===== src/rtl/irq_vector_resolver.sv =====
`timescale 1ns/1ps
module irq_vector_resolver #(
  parameter int NLINE = 32,
  parameter int NSLOT = 16
) (
  input  logic                            clk,
  input  logic                            rst_n,
  input  logic [2*NLINE-1:0]              irq_raw,
  input  logic [2*NLINE-1:0]              irq_en,
  input  logic                            slot_we,
  input  logic                            slot_bank,
  input  logic [$clog2(NSLOT)-1:0]        slot_sel,
  input  logic                            slot_on,
  input  logic [$clog2(2*NLINE)-1:0]      slot_line,
  output logic                            irq_req,
  output logic [10:0]                     vec_word
);
  localparam int IDW = $clog2(2*NLINE);
  localparam int PAD = 8 - IDW;

  logic [NSLOT-1:0] s_on  [2];
  logic [IDW-1:0]   s_num [2][NSLOT];
  logic [2*NLINE-1:0] pend, pend_q;
  logic [10:0] vec_nxt;

  assign pend = irq_raw & irq_en;

  always_ff @(posedge clk or negedge rst_n) begin
    if (!rst_n) begin
      for (int b = 0; b < 2; b++) begin
        s_on[b] <= '0;
        for (int s = 0; s < NSLOT; s++) s_num[b][s] <= '0;
      end
    end else if (slot_we) begin
      s_on[slot_bank][slot_sel]  <= slot_on;
      s_num[slot_bank][slot_sel] <= slot_line;
    end
  end

  always_comb begin
    logic found;
    found   = 1'b0;
    vec_nxt = '0;
    for (int b = 0; b < 2; b++)
      for (int s = 0; s < NSLOT; s++)
        if (!found && s_on[b][s] && (s_num[b][s][IDW-1] == b[0]) && pend[s_num[b][s]]) begin
          found   = 1'b1;
          vec_nxt = {3'b001, {PAD{1'b0}}, s_num[b][s]};
        end
    if (!found) begin
      if (|pend[NLINE-1:0])            vec_nxt = 11'h200;
      else if (|pend[2*NLINE-1:NLINE]) vec_nxt = 11'h400;
    end
  end

  always_ff @(posedge clk or negedge rst_n) begin
    if (!rst_n) begin
      vec_word <= '0;
      irq_req  <= 1'b0;
      pend_q   <= '0;
    end else begin
      vec_word <= vec_nxt;
      irq_req  <= |vec_nxt;
      pend_q   <= pend;
    end
  end


  req_match_chk: assert property (@(posedge clk) disable iff (!rst_n)
    irq_req == (vec_word != 11'h000));


  tag_onehot_chk: assert property (@(posedge clk) disable iff (!rst_n)
    $onehot0(vec_word[10:8]));


  vec_line_chk: assert property (@(posedge clk) disable iff (!rst_n)
    vec_word[8] |-> (pend_q[vec_word[IDW-1:0]] && vec_word[7:IDW] == '0));


  bank0_word_chk: assert property (@(posedge clk) disable iff (!rst_n)
    vec_word[9] |-> (|pend_q[NLINE-1:0] && vec_word[7:0] == 8'h00));


  bank1_word_chk: assert property (@(posedge clk) disable iff (!rst_n)
    vec_word[10] |-> (pend_q[NLINE-1:0] == '0 && |pend_q[2*NLINE-1:NLINE] && vec_word[7:0] == 8'h00));


  idle_word_chk: assert property (@(posedge clk) disable iff (!rst_n)
    (pend_q == '0) |-> (vec_word == 11'h000));
endmodule


===== config.mk =====
export PLATFORM = sky130hd
export DESIGN_NAME = irq_vector_resolver
export DESIGN_NICKNAME = d
export VERILOG_FILES = /design/src/rtl/irq_vector_resolver.sv
export SDC_FILE = /design/constraint.sdc
export NUM_CORES = 1
export LEC_CHECK = 0
export ABC_AREA = 1
export BUFFER_PORTS_ARGS = -buffer_cell sky130_fd_sc_hd__buf_2
export CAP_MARGIN = 5
export CORE_MARGIN = 2
export CORE_UTILIZATION = 40
export CTS_BUF_LIST = sky130_fd_sc_hd__clkbuf_4
export CTS_CLUSTER_DIAMETER = 40
export DETAILED_ROUTE_END_ITERATION = 10
export PLACE_DENSITY_LB_ADDON = 0.25
export SETUP_SLACK_MARGIN = 0.05
export SYNTH_ARGS = -nofsm -noshare
export SYNTH_HDL_FRONTEND = slang
export SYNTH_SLANG_ARGS = --single-unit

===== constraint.sdc =====
create_clock -name clk -period 4.15 [get_ports clk]
set_input_delay 0.2075 -clock clk [delete_from_list [all_inputs] [get_ports clk]]
set_output_delay 0.2075 -clock clk [all_outputs]
set_load 0.01 [all_outputs]

==> flow_metrics.tcl <==
set metrics [dict create \
    outcome "finished clean" \
    synthMuxAreaShare 0 \
    max-cap-violations 0 \
    synth_xor_area_frac 0 \
    drive_above_1_share 0.157 \
    yosys.area_share.simple 0.321 \
    wirelength_um 89200 \
    start_util 0.406 \
    fmax_ghz 0.246 \
    via_count 25100 \
    fp.dieW_um 230 \
    layout_min_cycle_time_ns 4.07 \
    synth_flop_cell "dfrtp_1" \
    cp.required_ns 4.78 \
    dr.pass1.iters 6 \
    min_path_type "in2reg" \
    synthCells 3303 \
    die-area_sq_um 52800 \
    layout_commonest_cell "o21ai_0" \
    ys_seq_elements 234 \
    timing.final.crit_share 0.981 \
    synthAdderAreaFrac 0 \
    clk_path_buf_depth 3 \
    syn-mean-instance-area_sq_um 6.18 \
    setup_violations 0 \
    drtAntennaViolNets 0 \
    grt_first_pass_wirelength_um 134000 \
    critPathCaptureType "register" \
    async_flop_share 1.00 \
    synth_top_family_by_area "simple AND/OR/NAND/NOR gates" \
    powerDensity_nw_per_um2 442 \
    grt_use_total 0.325 \
    static-leakage-power_uw 0.0106 \
    cp_slowest_stage_delay_ns 0.52 \
    synth_seq_area_share 0.287 \
    io_buffer_count 152 \
    setup_tns_ns 0 \
    layout_setup_ws_ns 0.0797 \
    cts_tree "yes" \
    cts.sinks 234 \
    synth_warnings 0 \
    clock_latency_ns 0.75 \
    tightestPinTransition_ns 0.923 \
    synth_edf_count 0 \
    rsz0062_at_grt "true" \
    arrival_ns 4.70 \
    cts_root_buffer "clkbuf_4" \
    io_pins 155 \
    drc 0 \
    synth-compound-area-share 0.293 \
    netlist_area_sq_um 20400 \
    gp_congestion 1.01 \
    vias_per_cell 5.97 \
    die_height_um 230 \
    path_clk_slew_ns 0.07 \
    drtIter0Drc 3210 \
    slew_headroom 0.384 \
    cts_inserted_buffers 59 \
    core-area_sq_um 50300 \
    grt_pass1_vias 22500 \
    critPathKind "reg2reg" \
    area_delta_synth_final_pct 17.2 \
    dp_worst_setup_slack_ns -0.0659 \
    synthDistinctLibCells 40 \
    crit_top_cell "nand3_1" \
    antenna_found_initial 5 \
    placementRows 82 \
    critPathMaxFanout 7 \
    final_nets 3623 \
    layout_common_cells "o21ai_0 (647), nand2_1 (557), nand3_1 (534)" \
    grt_max_degree 90 \
    overflow 0 \
    peakVddDrop_mv 0.228 \
    post-dp-hpwl_um 63600 \
    htree_num_levels 2 \
    cpMaxStageDelayCell "dfrtp_2" \
    routedWlPerCell_um 21.2 \
    fin_worst_skew_ns 0.0395 \
    hold_viol 0 \
    cp-start-kind "register" \
    finalMaxSlewViolations 0 \
]
==> path summary, 6_finish.rpt <==
kind | start | to | slack [ns] | depth (start not counted)
min in group asynchronous | rst_n | s_num[60] | 0.54 | 3
hold reg to reg | s_num[77] | s_num[77] | 0.48 | 2
hold / removal | slot_line[5] | s_num[29] | 0.06 | 4
setup / recovery | s_num[186] | vec_word[1] | 0.08 | 33
max in group asynchronous | rst_n | s_num[174] | 2.48 | 4
setup reg to reg | s_num[186] | vec_word[1] | 0.08 | 33
==> state kept, by name, indices dropped and copies added, names as in the netlist <==
register	flops
s_num	192
irq_req	1
s_on	32
vec_word	9
==> report_power, final <==
| part | internal, uW | total (uW) | switching [uW] | leakage, uW |
|---|---|---|---|---|
| combinational | 1930 | 5220 | 3290 | 0.00711 |
| clock | 997 | 1990 | 997 | 0.000438 |
| sequential | 2710 | 3360 | 646 | 0.00303 |
| total | 5640 | 10600 | 4930 | 0.0106 |
==> worst max-delay path, delay by kind of cell, from the launching register on <==
family / cells / cell delay [ns]
and+or+nand+nor: 30 / 3.07
DFF: 1 / 0.52
buffers and inverters: 3 / 0.37
==> Yosys cell counts (9+ instances only) <==
cell type / n / area [sq um]
nand2_1: 565 / 2120
a21oi_1: 359 / 1800
nor2_1: 179 / 672
clkinv_1: 21 / 78.8
o21ai_0: 647 / 3240
nor4_1: 9 / 56.3
o211ai_1: 76 / 571
dfrtp_1: 234 / 5860
buf_2: 21 / 105
a31oi_1: 22 / 138
inv_1: 239 / 897
nor3_1: 10 / 50.1
nand4_1: 63 / 394
nand3_1: 556 / 2780
o221ai_1: 21 / 184
clkbuf_1: 217 / 815
==> area by class of cell <==
type | instances | area [sq um]
repair inverters | 2 | 15.0
clock inverters | 28 | 174
repair buffers | 362 | 2620
well taps | 672 | 841
fillers | 5335 | 26400
inverters | 268 | 1030
clock buffers | 77 | 578
multi-input cells | 2553 | 12800
flip-flops and latches | 234 | 5860
diodes | 4 | 10.0
==> per-layer routing <==
| layer | routed length (um) | vias to the layer above | global-route usage | part of all wire |
|---|---|---|---|---|
| li1 | - | 11900 | - | - |
| met1 | 36900 | 11400 | 0.445 | 0.41 |
| met2 | 38200 | 1496 | 0.497 | 0.43 |
| met3 | 9110 | 344 | 0.0536 | 0.10 |
| met4 | 4950 | 0 | 0.160 | 0.055 |
| met5 | 0 | - | 0 | 0 |
==> logic make-up (layout without fill, tap and decap cells) <==
family / count (synthesis) / in the layout
AOI/OAI and AO/OA: 1132 / 1132
DFF: 234 / 234
other: 1 / 6
and+or+nand+nor: 1419 / 1419
buffers and inverters: 517 / 737
==> through the flow <==
stage          total power, uW  hold WS (ns)   util  instance area, sq um  cells
2_1_floorplan             6410       -0.0881      -                 20400   3304
3_5_place_dp              8190         0.186  0.451                 22700   4071
4_1_cts                  10200        0.0159  0.468                 23500   4182
3_3_place_gp              8140         0.183  0.451                 22700   4071
5_1_grt                  11300        0.0603  0.476                 23900   4199
6_report                 10600        0.0567  0.476                 23900   4200
==> repair_timing <==
action / in CTS / in global routing
pin swaps: 0 / 50
gates resized for setup: 5 / 77
hold endpoints to repair: 181 / 0
hold buffers: 3 / 0
cloned: 1 / 2
endpoints found under the setup margin: 3 / 6
setup buffers: 2 / 13
No activity file was read; power rests on OpenSTA's default activity.
